## config.mk

```make
export PLATFORM = sky130hd
export DESIGN_NAME = osd_serial_cmd
export DESIGN_NICKNAME = d
export VERILOG_FILES = /design/src/rtl/osd_cmd_pkg.sv /design/src/rtl/osd_ser_shift.sv /design/src/rtl/osd_cmd_dec.sv /design/src/rtl/osd_serial_cmd.sv
export SDC_FILE = /design/constraint.sdc
export NUM_CORES = 1
export LEC_CHECK = 0
export BUFFER_PORTS_ARGS = -buffer_cell sky130_fd_sc_hd__clkbuf_2
export CAP_MARGIN = 10
export CORE_ASPECT_RATIO = 0.9
export CORE_MARGIN = 3
export CORE_UTILIZATION = 52
export DETAILED_ROUTE_END_ITERATION = 8
export GPL_TIMING_DRIVEN = 0
export PLACE_DENSITY_LB_ADDON = 0.2
export SYNTH_ARGS = -nofsm -noshare
export SYNTH_HDL_FRONTEND = slang
export SYNTH_SLANG_ARGS = --single-unit
export TNS_END_PERCENT = 50
```

## constraint.sdc

```tcl
create_clock -name clk -period 2.05 [get_ports clk]
set_input_delay 0 -clock clk [delete_from_list [all_inputs] [get_ports clk]]
set_output_delay 0 -clock clk [all_outputs]
set_load 0.01 [all_outputs]
```

## src/rtl/osd_cmd_pkg.sv

```systemverilog
package osd_cmd_pkg;
  typedef enum logic [2:0] {
    CMD_ADDR   = 3'd0,
    CMD_CHAR   = 3'd1,
    CMD_VPOS   = 3'd2,
    CMD_HPOS   = 3'd3,
    CMD_CTRL   = 3'd4,
    CMD_MASKLO = 3'd5,
    CMD_MASKHI = 3'd6,
    CMD_NONE   = 3'd7
  } cmd_id_e;
endpackage

```

## src/rtl/osd_ser_shift.sv

```systemverilog
module osd_ser_shift #(
  parameter int WORD_W      = 8,
  parameter int SYNC_STAGES = 2
) (
  input  logic              clk,
  input  logic              rst_n,
  input  logic              sel_n,
  input  logic              sclk,
  input  logic              sdat,
  output logic              word_vld,
  output logic [WORD_W-1:0] word,
  output logic              sel_rel
);
  localparam int CNT_W = $clog2(WORD_W);
  localparam logic [CNT_W-1:0] CNT_LAST = CNT_W'(WORD_W - 1);

  // each stage holds {select, clock, data}
  logic [2:0] sync_q [SYNC_STAGES];

  always_ff @(posedge clk or negedge rst_n) begin
    if (!rst_n) sync_q[0] <= 3'b100;
    else        sync_q[0] <= {sel_n, sclk, sdat};
  end

  for (genvar g = 1; g < SYNC_STAGES; g++) begin : g_sync
    always_ff @(posedge clk or negedge rst_n) begin
      if (!rst_n) sync_q[g] <= 3'b100;
      else        sync_q[g] <= sync_q[g-1];
    end
  end

  logic s_sel, s_clk, s_dat;
  assign {s_sel, s_clk, s_dat} = sync_q[SYNC_STAGES-1];

  logic              clk_prev_q, sel_prev_q;
  logic [WORD_W-1:0] shreg_q, shreg_n, word_q, word_n;
  logic [CNT_W-1:0]  cnt_q, cnt_n;
  logic              vld_q, vld_n, rel_q, rel_n;

  always_comb begin
    shreg_n = shreg_q;
    cnt_n   = cnt_q;
    word_n  = word_q;
    vld_n   = 1'b0;
    rel_n   = s_sel & ~sel_prev_q;
    if (s_sel) begin
      cnt_n = '0;
    end else if (s_clk && !clk_prev_q) begin
      shreg_n = {shreg_q[WORD_W-2:0], s_dat};
      if (cnt_q == CNT_LAST) begin
        cnt_n  = '0;
        vld_n  = 1'b1;
        word_n = shreg_n;
      end else begin
        cnt_n = cnt_q + CNT_W'(1);
      end
    end
  end

  always_ff @(posedge clk or negedge rst_n) begin
    if (!rst_n) begin
      clk_prev_q <= 1'b0;
      sel_prev_q <= 1'b1;
      shreg_q    <= '0;
      cnt_q      <= '0;
      word_q     <= '0;
      vld_q      <= 1'b0;
      rel_q      <= 1'b0;
    end else begin
      clk_prev_q <= s_clk;
      sel_prev_q <= s_sel;
      shreg_q    <= shreg_n;
      cnt_q      <= cnt_n;
      word_q     <= word_n;
      vld_q      <= vld_n;
      rel_q      <= rel_n;
    end
  end

  assign word_vld = vld_q;
  assign word     = word_q;
  assign sel_rel  = rel_q;


  vld_rel_excl_chk: assert property (@(posedge clk) disable iff (!rst_n)
    !(vld_q && rel_q));
endmodule

```

## src/rtl/osd_cmd_dec.sv

```systemverilog
module osd_cmd_dec
  import osd_cmd_pkg::*;
#(
  parameter int ROWS   = 12,
  parameter int COLS   = 24,
  parameter int POS_W  = 6,
  parameter int MASK_W = 12,
  parameter int PORT_W = 4,
  localparam int ROW_W = $clog2(ROWS),
  localparam int COL_W = $clog2(COLS)
) (
  input  logic              clk,
  input  logic              rst_n,
  input  logic              word_vld,
  input  logic [7:0]        word,
  input  logic              sel_rel,
  output logic              vram_we,
  output logic [ROW_W-1:0]  vram_row,
  output logic [COL_W-1:0]  vram_col,
  output logic [6:0]        vram_code,
  output logic              vram_attr,
  output logic [POS_W-1:0]  vstart,
  output logic [POS_W-1:0]  hstart,
  output logic [3:0]        ctl_flags,
  output logic [6:0]        disp_mode,
  output logic [MASK_W-1:0] route_mask,
  output logic [MASK_W-1:0] dbl_mask,
  output logic [PORT_W-1:0] gp_port
);
  localparam int HALF = MASK_W / 2;
  localparam logic [COL_W-1:0] COL_LAST = COL_W'(COLS - 1);
  localparam logic [ROW_W-1:0] ROW_LAST = ROW_W'(ROWS - 1);

  cmd_id_e           cmd_q, cmd_n;
  logic              lock_q, lock_n, sel_q, sel_n;
  logic [ROW_W-1:0]  row_q, row_n;
  logic [COL_W-1:0]  col_q, col_n;
  logic              we_q, we_n, attr_q, attr_n;
  logic [ROW_W-1:0]  wrow_q, wrow_n;
  logic [COL_W-1:0]  wcol_q, wcol_n;
  logic [6:0]        code_q, code_n;
  logic [POS_W-1:0]  vs_q, vs_n, hs_q, hs_n;
  logic [3:0]        flg_q, flg_n;
  logic [6:0]        mode_q, mode_n;
  logic [MASK_W-1:0] rt_q, rt_n, db_q, db_n;
  logic [PORT_W-1:0] port_q, port_n;

  always_comb begin
    cmd_n  = cmd_q;   lock_n = lock_q;  sel_n  = sel_q;
    row_n  = row_q;   col_n  = col_q;
    we_n   = 1'b0;    wrow_n = wrow_q;  wcol_n = wcol_q;
    code_n = code_q;  attr_n = attr_q;
    vs_n   = vs_q;    hs_n   = hs_q;    flg_n  = flg_q;
    mode_n = mode_q;  rt_n   = rt_q;    db_n   = db_q;
    port_n = port_q;
    if (sel_rel) begin
      cmd_n  = CMD_ADDR;
      lock_n = 1'b0;
    end else if (word_vld) begin
      if (lock_q) begin
        we_n   = 1'b1;
        wrow_n = row_q;
        wcol_n = col_q;
        code_n = word[6:0];
        attr_n = word[7];
        if (col_q == COL_LAST) begin
          col_n = '0;
          row_n = (row_q == ROW_LAST) ? '0 : row_q + ROW_W'(1);
        end else begin
          col_n = col_q + COL_W'(1);
        end
      end else if (word[7]) begin
        cmd_n = cmd_id_e'(word[6:4]);
        case (cmd_id_e'(word[6:4]))
          CMD_ADDR:   row_n  = word[ROW_W-1:0];
          CMD_CHAR:   lock_n = 1'b1;
          CMD_CTRL:   flg_n  = word[3:0];
          CMD_MASKLO: sel_n  = word[0];
          CMD_MASKHI: port_n = word[PORT_W-1:0];
          default: ;
        endcase
      end else begin
        case (cmd_q)
          CMD_ADDR: col_n  = word[COL_W-1:0];
          CMD_VPOS: vs_n   = word[POS_W-1:0];
          CMD_HPOS: hs_n   = word[POS_W-1:0];
          CMD_CTRL: mode_n = word[6:0];
          CMD_MASKLO: begin
            if (sel_q) db_n[HALF-1:0] = word[HALF-1:0];
            else       rt_n[HALF-1:0] = word[HALF-1:0];
          end
          CMD_MASKHI: begin
            if (sel_q) db_n[MASK_W-1:HALF] = word[HALF-1:0];
            else       rt_n[MASK_W-1:HALF] = word[HALF-1:0];
          end
          default: ;
        endcase
      end
    end
  end

  always_ff @(posedge clk or negedge rst_n) begin
    if (!rst_n) begin
      cmd_q  <= CMD_ADDR; lock_q <= 1'b0; sel_q  <= 1'b0;
      row_q  <= '0;       col_q  <= '0;
      we_q   <= 1'b0;     wrow_q <= '0;   wcol_q <= '0;
      code_q <= '0;       attr_q <= 1'b0;
      vs_q   <= '0;       hs_q   <= '0;   flg_q  <= '0;
      mode_q <= '0;       rt_q   <= '0;   db_q   <= '0;
      port_q <= '0;
    end else begin
      cmd_q  <= cmd_n;    lock_q <= lock_n; sel_q  <= sel_n;
      row_q  <= row_n;    col_q  <= col_n;
      we_q   <= we_n;     wrow_q <= wrow_n; wcol_q <= wcol_n;
      code_q <= code_n;   attr_q <= attr_n;
      vs_q   <= vs_n;     hs_q   <= hs_n;   flg_q  <= flg_n;
      mode_q <= mode_n;   rt_q   <= rt_n;   db_q   <= db_n;
      port_q <= port_n;
    end
  end

  assign vram_we    = we_q;
  assign vram_row   = wrow_q;
  assign vram_col   = wcol_q;
  assign vram_code  = code_q;
  assign vram_attr  = attr_q;
  assign vstart     = vs_q;
  assign hstart     = hs_q;
  assign ctl_flags  = flg_q;
  assign disp_mode  = mode_q;
  assign route_mask = rt_q;
  assign dbl_mask   = db_q;
  assign gp_port    = port_q;


  rel_to_addr_chk: assert property (@(posedge clk) disable iff (!rst_n)
    sel_rel |=> (cmd_q == CMD_ADDR && !lock_q));

  wr_only_locked_chk: assert property (@(posedge clk) disable iff (!rst_n)
    vram_we |-> lock_q);

  col_wrap_chk: assert property (@(posedge clk) disable iff (!rst_n)
    (word_vld && lock_q && !sel_rel && col_q == COL_LAST) |=> (col_q == '0));

  cmd_hold_chk: assert property (@(posedge clk) disable iff (!rst_n)
    (word_vld && !word[7] && !lock_q && !sel_rel) |=> $stable(cmd_q));

  port_hold_chk: assert property (@(posedge clk) disable iff (!rst_n)
    !word_vld |=> $stable(gp_port));
endmodule

```

## src/rtl/osd_serial_cmd.sv

```systemverilog
module osd_serial_cmd #(
  parameter int SYNC_STAGES = 2,
  parameter int ROWS        = 12,
  parameter int COLS        = 24,
  parameter int POS_W       = 6,
  parameter int MASK_W      = 12,
  parameter int PORT_W      = 4
) (
  input  logic        clk,
  input  logic        rst_n,
  input  logic        ser_sel_n,
  input  logic        ser_clk,
  input  logic        ser_dat,
  output logic        vram_we,
  output logic [3:0]  vram_row,
  output logic [4:0]  vram_col,
  output logic [6:0]  vram_code,
  output logic        vram_attr,
  output logic [5:0]  vstart,
  output logic [5:0]  hstart,
  output logic [3:0]  ctl_flags,
  output logic [6:0]  disp_mode,
  output logic [11:0] route_mask,
  output logic [11:0] dbl_mask,
  output logic [3:0]  gp_port
);
  logic       w_vld, w_rel;
  logic [7:0] w_data;

  osd_ser_shift #(.WORD_W(8), .SYNC_STAGES(SYNC_STAGES)) u_shift (
    .clk(clk), .rst_n(rst_n), .sel_n(ser_sel_n), .sclk(ser_clk),
    .sdat(ser_dat), .word_vld(w_vld), .word(w_data), .sel_rel(w_rel)
  );

  osd_cmd_dec #(
    .ROWS(ROWS), .COLS(COLS), .POS_W(POS_W), .MASK_W(MASK_W), .PORT_W(PORT_W)
  ) u_dec (
    .clk(clk), .rst_n(rst_n), .word_vld(w_vld), .word(w_data),
    .sel_rel(w_rel), .vram_we(vram_we), .vram_row(vram_row),
    .vram_col(vram_col), .vram_code(vram_code), .vram_attr(vram_attr),
    .vstart(vstart), .hstart(hstart), .ctl_flags(ctl_flags),
    .disp_mode(disp_mode), .route_mask(route_mask), .dbl_mask(dbl_mask),
    .gp_port(gp_port)
  );
endmodule

```

==> reports/summary.txt <==
via density per instance -> 5.411
Final Hold Fails -> 0
top cells by area in the synthesized netlist -> dfrtp_1, mux2_2, nand2_1, o21ai_0, dfstp_2
combinational family with the most area after synthesis -> multiplexers
register-to-register setup slack -> 0.11 ns
maximum frequency from static timing analysis -> 515.5 MHz
share of cell area taken by muxes after synthesis -> 14.23%
actual slew at the worst max-slew pin -> 0.8594 ns
number of register bits inferred by synthesis -> 111
min Tclk post-route -> 1.940 ns
Root Buffer -> clkbuf_8
via count of the first global-routing pass -> 2876
simple-gate share of the synthesized area -> 12.70%
number of synthesized flops with an enable pin -> 0
most used standard cell by instance count after synthesis -> dfrtp_1
CTS clk-pin slew, worst paths -> 0.10 ns
total vias in the final route -> 2987
Clock Latency Late Sink -> 0.37 ns
Worst Hold Margin -> 0.2565 ns
largest net degree at the start of global routing -> 112
total clock buffers created by CTS -> 9
DRC marker count from the first detailed-route iteration -> 151
final number of max-transition violations -> 0
number of setup violations in the final report -> 0
floorplan die area -> 9653 um2
buffers added on ports -> 73
Worst Path Buf+Inv -> 1
fraction of layout cells with a size suffix above 1 -> 35.54%
headroom to the max-slew limit -> 42.71%
dominant synthesized flop cell -> dfrtp_1
clk sinks -> 111
family with the most delay on the worst path -> simple AND/OR/NAND/NOR gates
Hold Path Depth -> 2
dpl ws -> 0.1264 ns
Setup TNS Final -> 0 ns
GRT Residual Overflow -> 0
worst-case clock skew -> 0.01531 ns
startpoint of the tightest hold check path -> ser_sel_n
Sequential Area -> 2781 um2
Multi-input gate area -> 1539 um2
proportion of register bits with asynchronous set or reset after synthesis -> 100.0%
number of distinct library cell variants in the gate-level netlist after synthesis -> 43
FILL cells -> 661
R2R Path End -> u_dec.ctl_flags[0]
largest fanout on the critical path -> 9
post-synthesis cell area -> 4424 um2
wire length of the first global-routing pass -> 14280 um
final RePlAce weighted congestion -> 0.8456
critical register-to-register path startpoint -> u_shift.word[7]
CORE AREA -> 8145 um2
critical path required time -> 2.31 ns
worst min-delay path endpoint -> u_shift.sync_q[5]
horizontal extent of the die -> 103.2 um
CTS tree -> done
largest area contributor in the synthesized netlist -> dfrtp_1
initial antenna violation count -> 0
Reg2Reg Depth -> 5
category of the worst setup path launch point -> flip-flop
number of rows in the core area -> 31
data arrival time of the critical path -> 2.20 ns
first-pass iteration count of the detailed router -> 4
nature of the critical path endpoint -> flip-flop
number of ports placed on the die boundary -> 74
clk buf depth -> 2
Syn Inst Count -> 359
nets in the synthesized netlist -> 368
Yosys warning total -> 0
RSZ-0062 raised after global routing -> false
share of Yosys cell area claimed by the top area cell type -> 61.09%
Post-CTS Resized -> 0
delay of the slowest cell on the worst path -> 0.39 ns
Area Growth Syn to Fin -> 17.19%
DPL Wire Length -> 5908 um
Initial Utilization -> 54.32%
leakage power summed over all cells -> 2.722 nW
power density relative to cell area -> 729.1 nW/um2
syn_area_per_cell -> 12.32 um2
DRC violations left -> 0
worst setup margin -> 0.1102 ns
class of the most critical hold timing path -> primary input to flip-flop
antenna diode instance count -> 0
slowest cell on the critical path -> nor4_1
antenna-violating nets left -> 0
detailed-route wire length -> 8744 um
Setup Crit Path Kind -> flip-flop to flip-flop
Worst VDD drop -> 0.4890 mV
compound-cell area share of the yosys netlist -> 6.533%
parity-gate share of the synthesized area counting xor and xnor cells -> 0.1980%
status -> finished, final reports clean
Finished Core Util -> 63.66%
Period Utilization, post-route -> 94.62%
commonest cells in the netlist -> dfrtp_1, nand2_1, mux2_2
share of the yosys chip area belonging to registers -> 62.87%
CTS H-tree lvls -> 3
share of synthesized cell area in full adder, half adder and majority cells -> 1.131%
net total in the final layout -> 457
overall routing resource usage -> 19.17%
max-capacitance violation count -> 0
CP cell instances -> buf_2 -> nand2_1 -> nor4_1 -> and2_0 -> mux2_2
vertical die dimension -> 93.51 um
average detailed-routed wire length per instance -> 15.84 um
[cells in the final DEF, fill, tap and decap left out, types with 3 or more instances in the layout]
cell | Yosys | final
dfstp_2 | 3 | 3
buf_2 | 4 | 4
nand2b_1 | 3 | 3
dlygate4sd3_1 | 0 | 4
nor2_1 | 9 | 9
nand2_1 | 69 | 69
dfrtp_1 | 108 | 108
nand4_1 | 3 | 3
inv_1 | 8 | 8
clkbuf_2 | 1 | 73
ha_1 | 4 | 4
nor2b_1 | 5 | 5
clkbuf_1 | 10 | 10
a21oi_1 | 11 | 11
buf_1 | 3 | 3
clkbuf_8 | 0 | 12
o21ai_0 | 27 | 27
nor4_1 | 3 | 3
mux2_2 | 55 | 55
[cell type report]
type	instances	area share, %
flip-flops and latches	111	53.64
multi-input cells	222	29.68
repair buffers	78	8.132
clock buffers	11	2.920
well taps	99	2.389
plain buffers	18	1.424
clock inverters	5	1.231
inverters	8	0.5792
[cells by family (layout without fill, tap and decap cells)]
logic type	count (synthesis)	after routing
DFF	111	111
and+or+nand+nor	111	111
muxes	56	56
AOI/OAI and AO/OA	50	50
buffers and inverters	26	120
adders and majority gates	4	4
xor gates and xnor gates	1	1
[registers in the layout, indices dropped and copies added, names as in the netlist, 4 cells and up]
| register | flops |
|---|---|
| u_shift.word | 8 |
| u_dec.hstart | 6 |
| u_dec.route_mask | 12 |
| u_dec.vram_code | 7 |
| u_dec.row_q | 4 |
| u_dec.vstart | 6 |
| u_dec.gp_port | 4 |
| u_dec.disp_mode | 7 |
| u_dec.ctl_flags | 4 |
| u_dec.vram_row | 4 |
| u_dec.vram_col | 5 |
| u_shift.shreg_q | 7 |
| u_dec.dbl_mask | 12 |
| u_dec.col_q | 5 |
[worst max-delay path by stage]
stage / endpoint / cells after the start / slack, ns / start
floorplan: u_dec.disp_mode[0] / 5 / 0.33 / u_dec.lock_q
global placement: u_dec.vstart[1] / 1 / -0.53 / rst_n
detailed placement: u_dec.ctl_flags[2] / 4 / 0.13 / u_shift.word[4]
finish: u_dec.ctl_flags[0] / 5 / 0.11 / u_shift.word[7]
global route: u_dec.ctl_flags[0] / 4 / 0.001 / u_shift.word[4]
CTS: u_dec.ctl_flags[2] / 4 / 0.11 / u_shift.word[4]
[timing repair]
action / CTS / global route
hold buffers: 4 / 0
buffers inserted: 0 / 1
hold endpoints to repair: 111 / 0
setup endpoints to repair: 0 / 7
[layer usage]
layer  part of all wire (%)  track usage, %  routed length (um)
met1                     47           26.28                4094
met2                     46           29.06                4046
met3                    5.8           5.891                 510
met4                    1.1           6.472                  92
met5                      0               0                   0
[power breakdown]
part,leakage (nW),total (mW),switching (mW),internal [mW]
clock,0.106,1.36,0.719,0.640
sequential,1.52,2.30,0.0421,2.26
combinational,1.10,0.122,0.0641,0.0580
[stage by stage]
step / power, mW / area (um2) / instances
2_1_floorplan: 2.392 / 4424 / 359
3_3_place_gp: 2.451 / 4913 / 531
3_5_place_dp: 2.463 / 4922 / 531
4_1_cts: 3.822 / 5177 / 551
5_1_grt: 3.930 / 5185 / 552
6_report: 3.780 / 5185 / 552
Power figures use the tool's default switching activity.
